==> src/rtl/idxaddr_pkg.sv <==
package idxaddr_pkg;
  typedef enum logic [2:0] {
    SH_LSL = 3'd0,
    SH_LSR = 3'd1,
    SH_ASR = 3'd2,
    SH_ROR = 3'd3,
    SH_RRX = 3'd4
  } shift_e;

  typedef enum logic [1:0] {
    AM_OFFSET = 2'd0,
    AM_PRE    = 2'd1,
    AM_POST   = 2'd2,
    AM_RSVD   = 2'd3
  } amode_e;
endpackage

==> src/rtl/idxaddr_shifter.sv <==
module idxaddr_shifter
  import idxaddr_pkg::*;
#(
  parameter int W    = 32,
  parameter int SH_W = $clog2(W)
) (
  input  logic [W-1:0]    val_i,
  input  logic [2:0]      kind_i,
  input  logic [SH_W-1:0] amt_i,
  input  logic            carry_i,
  output logic [W-1:0]    val_o
);
  logic [2*W-1:0] rot_dbl;

  always_comb begin
    rot_dbl = {val_i, val_i} >> amt_i;
    case (kind_i)
      SH_LSL:  val_o = val_i << amt_i;
      SH_LSR:  val_o = val_i >> amt_i;
      SH_ASR:  val_o = W'($signed(val_i) >>> amt_i);
      SH_ROR:  val_o = rot_dbl[W-1:0];
      SH_RRX:  val_o = {carry_i, val_i[W-1:1]};
      default: val_o = val_i;
    endcase
  end
endmodule

==> src/rtl/idxaddr_calc.sv <==
module idxaddr_calc #(
  parameter int W     = 32,
  parameter int IMM_W = 12
) (
  input  logic [W-1:0]     base_i,
  input  logic [W-1:0]     shifted_i,
  input  logic [IMM_W-1:0] imm_i,
  input  logic             use_reg_i,
  input  logic             sub_i,
  output logic [W-1:0]     sum_o
);
  localparam int PAD_W = W - IMM_W;
  logic [W-1:0] offset;

  always_comb begin
    offset = use_reg_i ? shifted_i : {{PAD_W{1'b0}}, imm_i};
    sum_o  = sub_i ? (base_i - offset) : (base_i + offset);
  end
endmodule

==> src/rtl/idxaddr_unit.sv <==
module idxaddr_unit
  import idxaddr_pkg::*;
#(
  parameter int W     = 32,
  parameter int IMM_W = 12,
  parameter int SH_W  = 5
) (
  input  logic             clk,
  input  logic             rst_n,
  input  logic             in_valid_i,
  input  logic [W-1:0]     base_i,
  input  logic [W-1:0]     offreg_i,
  input  logic [IMM_W-1:0] imm_i,
  input  logic             use_reg_i,
  input  logic [2:0]       shift_kind_i,
  input  logic [SH_W-1:0]  shift_amt_i,
  input  logic             sub_i,
  input  logic [1:0]       mode_i,
  input  logic             carry_i,
  output logic             out_valid_o,
  output logic [W-1:0]     addr_o,
  output logic [W-1:0]     wb_data_o,
  output logic             wb_en_o
);
  // reset: asserted asynchronously, released through two flops
  logic rst_meta, rst_sync;
  always_ff @(posedge clk or negedge rst_n) begin
    if (!rst_n) begin
      rst_meta <= 1'b0;
      rst_sync <= 1'b0;
    end else begin
      rst_meta <= 1'b1;
      rst_sync <= rst_meta;
    end
  end

  logic [W-1:0] shifted, sum;

  idxaddr_shifter #(.W(W), .SH_W(SH_W)) u_shift (
    .val_i   (offreg_i),
    .kind_i  (shift_kind_i),
    .amt_i   (shift_amt_i),
    .carry_i (carry_i),
    .val_o   (shifted)
  );

  idxaddr_calc #(.W(W), .IMM_W(IMM_W)) u_calc (
    .base_i    (base_i),
    .shifted_i (shifted),
    .imm_i     (imm_i),
    .use_reg_i (use_reg_i),
    .sub_i     (sub_i),
    .sum_o     (sum)
  );

  // next-state
  logic [W-1:0] addr_d, wb_d;
  logic         wben_d;
  always_comb begin
    wb_d = sum;
    case (mode_i)
      AM_PRE:  begin addr_d = sum;    wben_d = 1'b1; end
      AM_POST: begin addr_d = base_i; wben_d = 1'b1; end
      default: begin addr_d = sum;    wben_d = 1'b0; end
    endcase
  end

  // registers
  logic [W-1:0] addr_q, wb_q;
  logic         wben_q, valid_q;
  always_ff @(posedge clk or negedge rst_sync) begin
    if (!rst_sync) begin
      addr_q  <= '0;
      wb_q    <= '0;
      wben_q  <= 1'b0;
      valid_q <= 1'b0;
    end else begin
      valid_q <= in_valid_i;
      if (in_valid_i) begin
        addr_q <= addr_d;
        wb_q   <= wb_d;
        wben_q <= wben_d;
      end
    end
  end

  assign out_valid_o = valid_q;
  assign addr_o      = addr_q;
  assign wb_data_o   = wb_q;
  assign wb_en_o     = valid_q & wben_q;

  // assertions
  assert_zero_amt_pass_R2: assert property (@(posedge clk) disable iff (!rst_sync)
    (shift_amt_i == '0 && shift_kind_i <= 3'd3) |-> (shifted == offreg_i));
  assert_rrx_carry_R3: assert property (@(posedge clk) disable iff (!rst_sync)
    (shift_kind_i == 3'd4) |-> (shifted[W-1] == carry_i && shifted[W-2:0] == offreg_i[W-1:1]));
  assert_no_wb_offset_R5: assert property (@(posedge clk) disable iff (!rst_sync)
    (in_valid_i && (mode_i == 2'd0 || mode_i == 2'd3)) |=> (out_valid_o && !wb_en_o));
  assert_pre_same_R6: assert property (@(posedge clk) disable iff (!rst_sync)
    (in_valid_i && mode_i == 2'd1) |=> (wb_en_o && addr_o == wb_data_o));
  assert_post_base_R7: assert property (@(posedge clk) disable iff (!rst_sync)
    (in_valid_i && mode_i == 2'd2) |=> (wb_en_o && addr_o == $past(base_i)));
  assert_valid_drop_R9: assert property (@(posedge clk) disable iff (!rst_sync)
    !in_valid_i |=> (!out_valid_o && !wb_en_o));
  assert_hold_R10: assert property (@(posedge clk) disable iff (!rst_sync)
    !in_valid_i |=> ($stable(addr_o) && $stable(wb_data_o)));
endmodule

==> config.mk <==
export PLATFORM = sky130hd
export DESIGN_NAME = idxaddr_unit
export DESIGN_NICKNAME = d
export VERILOG_FILES = /design/src/rtl/idxaddr_pkg.sv /design/src/rtl/idxaddr_shifter.sv /design/src/rtl/idxaddr_calc.sv /design/src/rtl/idxaddr_unit.sv
export SDC_FILE = /design/constraint.sdc
export NUM_CORES = 1
export LEC_CHECK = 0
export ABC_AREA = 1
export BUFFER_PORTS_ARGS = -buffer_cell sky130_fd_sc_hd__buf_2
export CORE_UTILIZATION = 60
export DETAILED_ROUTE_END_ITERATION = 8
export MAX_ROUTING_LAYER = met4
export PLACE_DENSITY = 0.83
export SYNTH_ARGS = -nofsm -noshare
export SYNTH_HDL_FRONTEND = slang
export SYNTH_SLANG_ARGS = --single-unit
==> constraint.sdc <==
create_clock -name clk -period 2.5 [get_ports clk]
set_clock_uncertainty 0.1 [all_clocks]
set_input_delay 0.125 -clock clk [delete_from_list [all_inputs] [get_ports clk]]
set_output_delay 0.125 -clock clk [all_outputs]
set_load 0.005 [all_outputs]
==> impl_table.tex, run 1 <==
\begin{tabular}{lr}
\hline
Metric & Value \\
\hline
\multicolumn{2}{l}{\textbf{Yosys}} \\
\quad Synth Area per Inst & 5.83 um\^{}2 \\
\quad Total standard cell area after synthesis & 0.0107 mm\^{}2 \\
\quad Post-synthesis cell count & 1,826 \\
\quad Syn nets & 1,952 \\
\quad Count of state elements after synthesis & 68 \\
\quad Warnings from Yosys & 0 \\
\quad Most instantiated flip-flop cell in the synthesis netlist & sky130\_fd\_sc\_hd\_\_dfrtp\_1 \\
\quad Part of the Yosys area used for sequential elements & 16.0\% \\
\quad Number of distinct library cell variants in the gate-level netlist after synthesis & 51 \\
\quad Count of flip-flops with a built-in enable after synthesis & 0 \\
\quad Ys async rst share & 100\% \\
\multicolumn{2}{l}{\textbf{CTS}} \\
\quad Setup Fix Bufs, Post-CTS & 62 \\
\quad CTS H-Tree Depth & 3 \\
\quad Number of buffers inserted during clock tree synthesis & 9 \\
\quad Buffer depth of the longest clock path & 2 \\
\quad Clock sinks & 68 \\
\quad Number of hold-repair buffers added at the cts stage & 9 \\
\quad Cells resized by post-CTS repair & 519 \\
\quad Clock Root Buffer & sky130\_fd\_sc\_hd\_\_clkbuf\_16 \\
\multicolumn{2}{l}{\textbf{Floorplan}} \\
\quad Floorplan row count & 48 \\
\quad Initial Util & 61.6\% \\
\quad Horizontal extent of the die & 135 um \\
\quad Die Span Y & 135 um \\
\quad Count of pins on the block boundary & 158 \\
\multicolumn{2}{l}{\textbf{Place}} \\
\quad Number of port buffers & 157 \\
\quad Pre-CTS setup slack & -2.31 ns \\
\quad Detail Placement HPWL & 37.2 mm \\
\quad Gp weighted congestion & 1.38 \\
\multicolumn{2}{l}{\textbf{Outcome}} \\
\quad Stage where the flow stopped & clock tree synthesis (4\_1\_cts) \\
\quad Run-stopping error & [ERROR DPL-0038] Utilization greater than 100\%, impossible to legalize \\
\quad Run status & stopped before the end \\
\hline
\end{tabular}
## metrics by stage
stage,area [um^2],cells,TNS [ns],utilization [%],hold slack (ns)
2_1_floorplan,10800,1826,-51.71,-,-0.271
3_5_place_dp,14500,2522,-113.14,83.7,-0.184
3_3_place_gp,14500,2522,-99.82,83.7,-0.190
## cell families after synthesis
family / share of synthesized area [%]
other: 0.0352
DFF: 16.0
xor gates and xnor gates: 3.62
buffers and inverters: 9.83
adders and majority gates: 4.06
AOI/OAI and AO/OA: 12.7
and+or+nand+nor: 53.8
## synth_stat cells, types with 3 or more instances
cell type,count,area share [%]
sky130_fd_sc_hd__a21o_1,6,0.42
sky130_fd_sc_hd__a21oi_1,61,2.9
sky130_fd_sc_hd__a31oi_1,11,0.65
sky130_fd_sc_hd__buf_1,3,0.11
sky130_fd_sc_hd__buf_12,3,0.56
sky130_fd_sc_hd__buf_2,25,1.2
sky130_fd_sc_hd__buf_4,19,1.3
sky130_fd_sc_hd__buf_6,8,0.85
sky130_fd_sc_hd__clkbuf_1,35,1.2
sky130_fd_sc_hd__dfrtp_1,68,16
sky130_fd_sc_hd__ha_1,33,3.9
sky130_fd_sc_hd__inv_1,108,3.8
sky130_fd_sc_hd__inv_2,9,0.32
sky130_fd_sc_hd__nand2_1,546,19
sky130_fd_sc_hd__nand2_2,20,1.2
sky130_fd_sc_hd__nand2_4,30,3.2
sky130_fd_sc_hd__nand3_1,431,20
sky130_fd_sc_hd__nand3_2,25,2.3
sky130_fd_sc_hd__nand4_1,13,0.76
sky130_fd_sc_hd__nor2_1,115,4.1
sky130_fd_sc_hd__nor2_2,14,0.82
sky130_fd_sc_hd__nor2_4,6,0.63
sky130_fd_sc_hd__nor3_1,7,0.33
sky130_fd_sc_hd__nor4_1,3,0.18
sky130_fd_sc_hd__o211ai_1,22,1.6
sky130_fd_sc_hd__o21a_1,4,0.28
sky130_fd_sc_hd__o21ai_0,102,4.8
sky130_fd_sc_hd__o21ai_1,18,0.85
sky130_fd_sc_hd__o221ai_1,3,0.25
sky130_fd_sc_hd__o31ai_1,3,0.21
sky130_fd_sc_hd__or2_2,6,0.35
sky130_fd_sc_hd__xnor2_1,25,2.1
sky130_fd_sc_hd__xor2_1,19,1.6
==> run 2: changes to the inputs <==
--- a/config.mk
+++ b/config.mk
@@ -7,10 +7,9 @@
 export LEC_CHECK = 0
 export ABC_AREA = 1
 export BUFFER_PORTS_ARGS = -buffer_cell sky130_fd_sc_hd__buf_2
-export CORE_UTILIZATION = 60
+export CORE_UTILIZATION = 40
 export DETAILED_ROUTE_END_ITERATION = 8
-export MAX_ROUTING_LAYER = met4
-export PLACE_DENSITY = 0.83
+export PLACE_DENSITY_LB_ADDON = 0.15
 export SYNTH_ARGS = -nofsm -noshare
 export SYNTH_HDL_FRONTEND = slang
 export SYNTH_SLANG_ARGS = --single-unit
==> run 2 against run 1 <==
- the flow now finishes, with violations (negative setup slack)
- synthesized cell count is the same
- area after synthesis unchanged
==> impl_table.tex, run 2 <==
\begin{tabular}{lr}
\hline
Metric & Value \\
\hline
\multicolumn{2}{l}{\textbf{Outcome}} \\
\quad Run status & finished, violations left \\
\quad Violated checks & negative setup slack \\
\multicolumn{2}{l}{\textbf{CTS}} \\
\quad Buffer depth of the longest clock path & 2 \\
\quad Clock Root Buffer & sky130\_fd\_sc\_hd\_\_clkbuf\_16 \\
\quad Clock latency on the worst-skew pair & 0.35 ns \\
\quad Number of buffers inserted during clock tree synthesis & 9 \\
\quad Clock transition at the register clock pins on the worst setup and hold paths after CTS & 0.07 ns \\
\quad CTS H-Tree Depth & 3 \\
\quad Clock sinks & 68 \\
\quad TritonCTS clock tree & built \\
\multicolumn{2}{l}{\textbf{Place}} \\
\quad Detail Placement HPWL & 44.3 mm \\
\quad Gp weighted congestion & 1.12 \\
\quad Placed Cells & 2,680 \\
\quad Number of port buffers & 157 \\
\quad Post-detailed-placement cell area & 0.0151 mm\^{}2 \\
\multicolumn{2}{l}{\textbf{GRT}} \\
\quad Pin count of the biggest net entering global routing & 54 \\
\quad Congestion Overflow GR & 0 \\
\quad Number of antenna violations at the first check in global routing & 3 \\
\quad Number of global-route vias before repair & 15,200 \\
\quad First-pass GRT wire length & 86.7 mm \\
\quad Total routing usage reported by global routing & 42.4\% \\
\multicolumn{2}{l}{\textbf{Final layout}} \\
\quad Synthesis-to-finish area growth & 80.1\% \\
\quad Final nets & 2,578 \\
\quad Final Instance Count excl. Fillers & 2,792 \\
\quad Most common cell after layout, fill and taps aside & sky130\_fd\_sc\_hd\_\_buf\_4 \\
\quad Post-route design area & 0.0192 mm\^{}2 \\
\quad Fraction of final layout cells with drive strength greater than 1 & 50.1\% \\
\quad Leading cell types in the layout, fill and taps excluded & 483 x sky130\_fd\_sc\_hd\_\_buf\_4, 435 x sky130\_fd\_sc\_hd\_\_nand2\_1, 255 x sky130\_fd\_sc\_hd\_\_nand3\_1, 154 x sky130\_fd\_sc\_hd\_\_buf\_2, 140 x sky130\_fd\_sc\_hd\_\_nand3\_2 \\
\quad Fill count & 2,019 \\
\quad Diodes inserted & 0 \\
\multicolumn{2}{l}{\textbf{Yosys}} \\
\quad Post-synthesis cell count & 1,826 \\
\quad Count of flip-flops with a built-in enable after synthesis & 0 \\
\quad Warnings from Yosys & 0 \\
\quad Synth Area per Inst & 5.83 um\^{}2 \\
\quad Most instantiated flip-flop cell in the synthesis netlist & sky130\_fd\_sc\_hd\_\_dfrtp\_1 \\
\quad Syn nets & 1,952 \\
\quad Total standard cell area after synthesis & 0.0107 mm\^{}2 \\
\quad Part of the Yosys area used for sequential elements & 16.0\% \\
\quad Synth area leader & sky130\_fd\_sc\_hd\_\_nand3\_1 \\
\quad Ys async rst share & 100\% \\
\quad Largest cells by area after synthesis & sky130\_fd\_sc\_hd\_\_nand3\_1 20\%, sky130\_fd\_sc\_hd\_\_nand2\_1 19\%, sky130\_fd\_sc\_hd\_\_dfrtp\_1 16\% \\
\quad Number of distinct library cell variants in the gate-level netlist after synthesis & 51 \\
\quad Synth top area share & 20.3\% \\
\quad Ranking of synthesized cells by instance count & 546 x sky130\_fd\_sc\_hd\_\_nand2\_1, 431 x sky130\_fd\_sc\_hd\_\_nand3\_1, 115 x sky130\_fd\_sc\_hd\_\_nor2\_1 \\
\quad Count of state elements after synthesis & 68 \\
\quad Most repeated cell in the gate-level netlist after synthesis & sky130\_fd\_sc\_hd\_\_nand2\_1 \\
\multicolumn{2}{l}{\textbf{Critical path}} \\
\quad Gate family responsible for the most delay along the worst path & simple AND/OR/NAND/NOR gates \\
\quad Highest-delay cell along the critical path & sky130\_fd\_sc\_hd\_\_ha\_1 \\
\quad Crit. Startpoint & shift\_amt\_i[0] \\
\quad Category of the most critical setup path & in -> reg \\
\quad Data arrival time of the critical path & 4.38 ns \\
\quad Peak fanout along the critical path & 7 \\
\quad Number of buffer and inverter instances along the worst setup path & 4 \\
\quad Reg-to-reg startpoint & rst\_sync\$\_DFF\_PN0\_ \\
\quad Maximum single-stage delay on the critical path & 0.30 ns \\
\quad Element type at the critical path end & flip-flop \\
\quad Required time of the critical path & 2.65 ns \\
\quad Worst reg2reg setup slack & 1.48 ns \\
\quad Critical Path Start Type & primary input \\
\multicolumn{2}{l}{\textbf{Floorplan}} \\
\quad Floorplan row count & 59 \\
\quad Die Span Y & 165 um \\
\quad Count of pins on the block boundary & 158 \\
\quad Initial Util & 40.9\% \\
\quad Die footprint & 0.0273 mm\^{}2 \\
\quad Horizontal extent of the die & 165 um \\
\quad Area of the placeable core & 0.0261 mm\^{}2 \\
\multicolumn{2}{l}{\textbf{Routing}} \\
\quad Number of iterations in the first detailed-routing pass & 6 \\
\quad Via density per instance & 5.88 \\
\quad DR WL/cell & 22.1 um \\
\quad DRC viols & 0 \\
\quad Overall via count from detail\_route & 16,400 \\
\quad Antenna-violating nets left & 0 \\
\quad Starting DRC count in detailed routing & 1,898 \\
\quad Routed Wire Length & 61.6 mm \\
\multicolumn{2}{l}{\textbf{Pwr}} \\
\quad Total Power & 8.53 mW \\
\quad Total power per unit cell area & 445 mW/mm\^{}2 \\
\quad VDD IR-drop max & 0.511 mV \\
\quad Cell leakage power & 9.64 nW \\
\multicolumn{2}{l}{\textbf{Flow run}} \\
\quad Count of max-cap constraint violations & 0 \\
\multicolumn{2}{l}{\textbf{Timing}} \\
\quad Worst max-slew margin expressed relative to the limit & 59.0\% \\
\quad Min Hold Slack & 0.0287 ns \\
\quad Max-slew violation count & 0 \\
\quad Time the worst path needs with I/O delays and setup & 4.24 ns \\
\quad Fin worst setup slack & -1.74 ns \\
\quad RSZ-0062 raised after global routing & true \\
\quad Peak clock frequency supported by timing & 0.236 GHz \\
\quad Total of endpoints with negative setup slack in the final report & 62 \\
\quad Transition time at the pin with the least slew margin & 0.615 ns \\
\quad Final period util & 169\% \\
\quad Total count of hold-check failures in the final report & 0 \\
\multicolumn{2}{l}{\textbf{Hold path}} \\
\quad Worst Min Path Start & base\_i[30] \\
\quad Path type of the worst min-delay path & in -> reg \\
\hline
\end{tabular}
==> run 2: cell counts after synthesis <==
Identical to the previous run, type by type.
==> run 2: worst paths after layout <==
kind / end / cells past startpoint
min: addr_o[30]$_DFFE_PN0P_ / 3
min in group asynchronous: addr_o[3]$_DFFE_PN0P_ / 0
min reg2reg: addr_o[3]$_DFFE_PN0P_ / 0
max: addr_o[29]$_DFFE_PN0P_ / 29
max reg2reg: wb_data_o[24]$_DFFE_PN0P_ / 1
max in group asynchronous: wb_data_o[24]$_DFFE_PN0P_ / 1
==> run 2: cells by family (layout without fill, tap and decap cells) <==
group / Yosys count / after routing / share of synthesized area, %
other: 1 / 1 / 0.0352
AO/OA/AOI/OAI: 241 / 241 / 12.7
buffers and inverters: 217 / 848 / 9.83
AND/OR/NAND/NOR: 1221 / 1221 / 53.8
XOR/XNOR: 44 / 44 / 3.62
adder cells (fa/ha/maj): 34 / 34 / 4.06
flip-flops: 68 / 68 / 16.0
==> run 2: repair_timing <==
action                                  in CTS  in global routing
endpoints found under the hold margin       23                  0
setup buffers                               38                 26
endpoints found under the setup margin      62                 62
cloned                                      10                  1
pin swaps                                  117                 68
resized for setup                          389                167
hold buffers                                23                  0
==> run 2: through the flow <==
stage	setup TNS, ns	setup slack [ns]	util (%)
final	-78.51	-1.74	73.6
after global placement	-115.18	-2.48	58.1
after CTS	-65.89	-1.50	69.4
after detailed placement	-118.24	-2.48	58.1
after floorplan	-51.71	-1.39	-
after global routing	-90.72	-1.99	73.6
==> run 2: report_power, final <==
part | switching (mW) | internal (mW) | leakage, nW | total, mW
Combinational | 3.08 | 2.55 | 8.68 | 5.63
Clock | 0.568 | 0.790 | 0.145 | 1.36
Sequential | 0.153 | 1.38 | 0.810 | 1.54
Total | 3.80 | 4.73 | 9.64 | 8.53
==> run 2: area by class of cell <==
cell class	instances	area [um^2]	share of cell area [%]
multi-input cells	1541	10600	55.3
repair buffers	710	5650	29.5
flip-flops and latches	68	1700	8.88
inverters	121	487	2.54
well taps	335	419	2.19
clock buffers	9	225	1.17
clock inverters	7	82.6	0.431
repair inverters	1	11.3	0.0587
==> run 2: routing by layer <==
| metal | wire [um] | track usage [%] |
|---|---|---|
| met3 | 6390 | 9.64 |
| met5 | 41 | 0 |
| met4 | 3260 | 19.2 |
| met1 | 24300 | 54.4 |
| met2 | 27600 | 67.3 |
==> run 2: worst min-delay path, cell delays in order <==
cell	delay, ns
sky130_fd_sc_hd__buf_2	0.13
sky130_fd_sc_hd__o211ai_1	0.11
sky130_fd_sc_hd__nand2_1	0.07
Note: power is estimated with default switching activity, not from simulation.
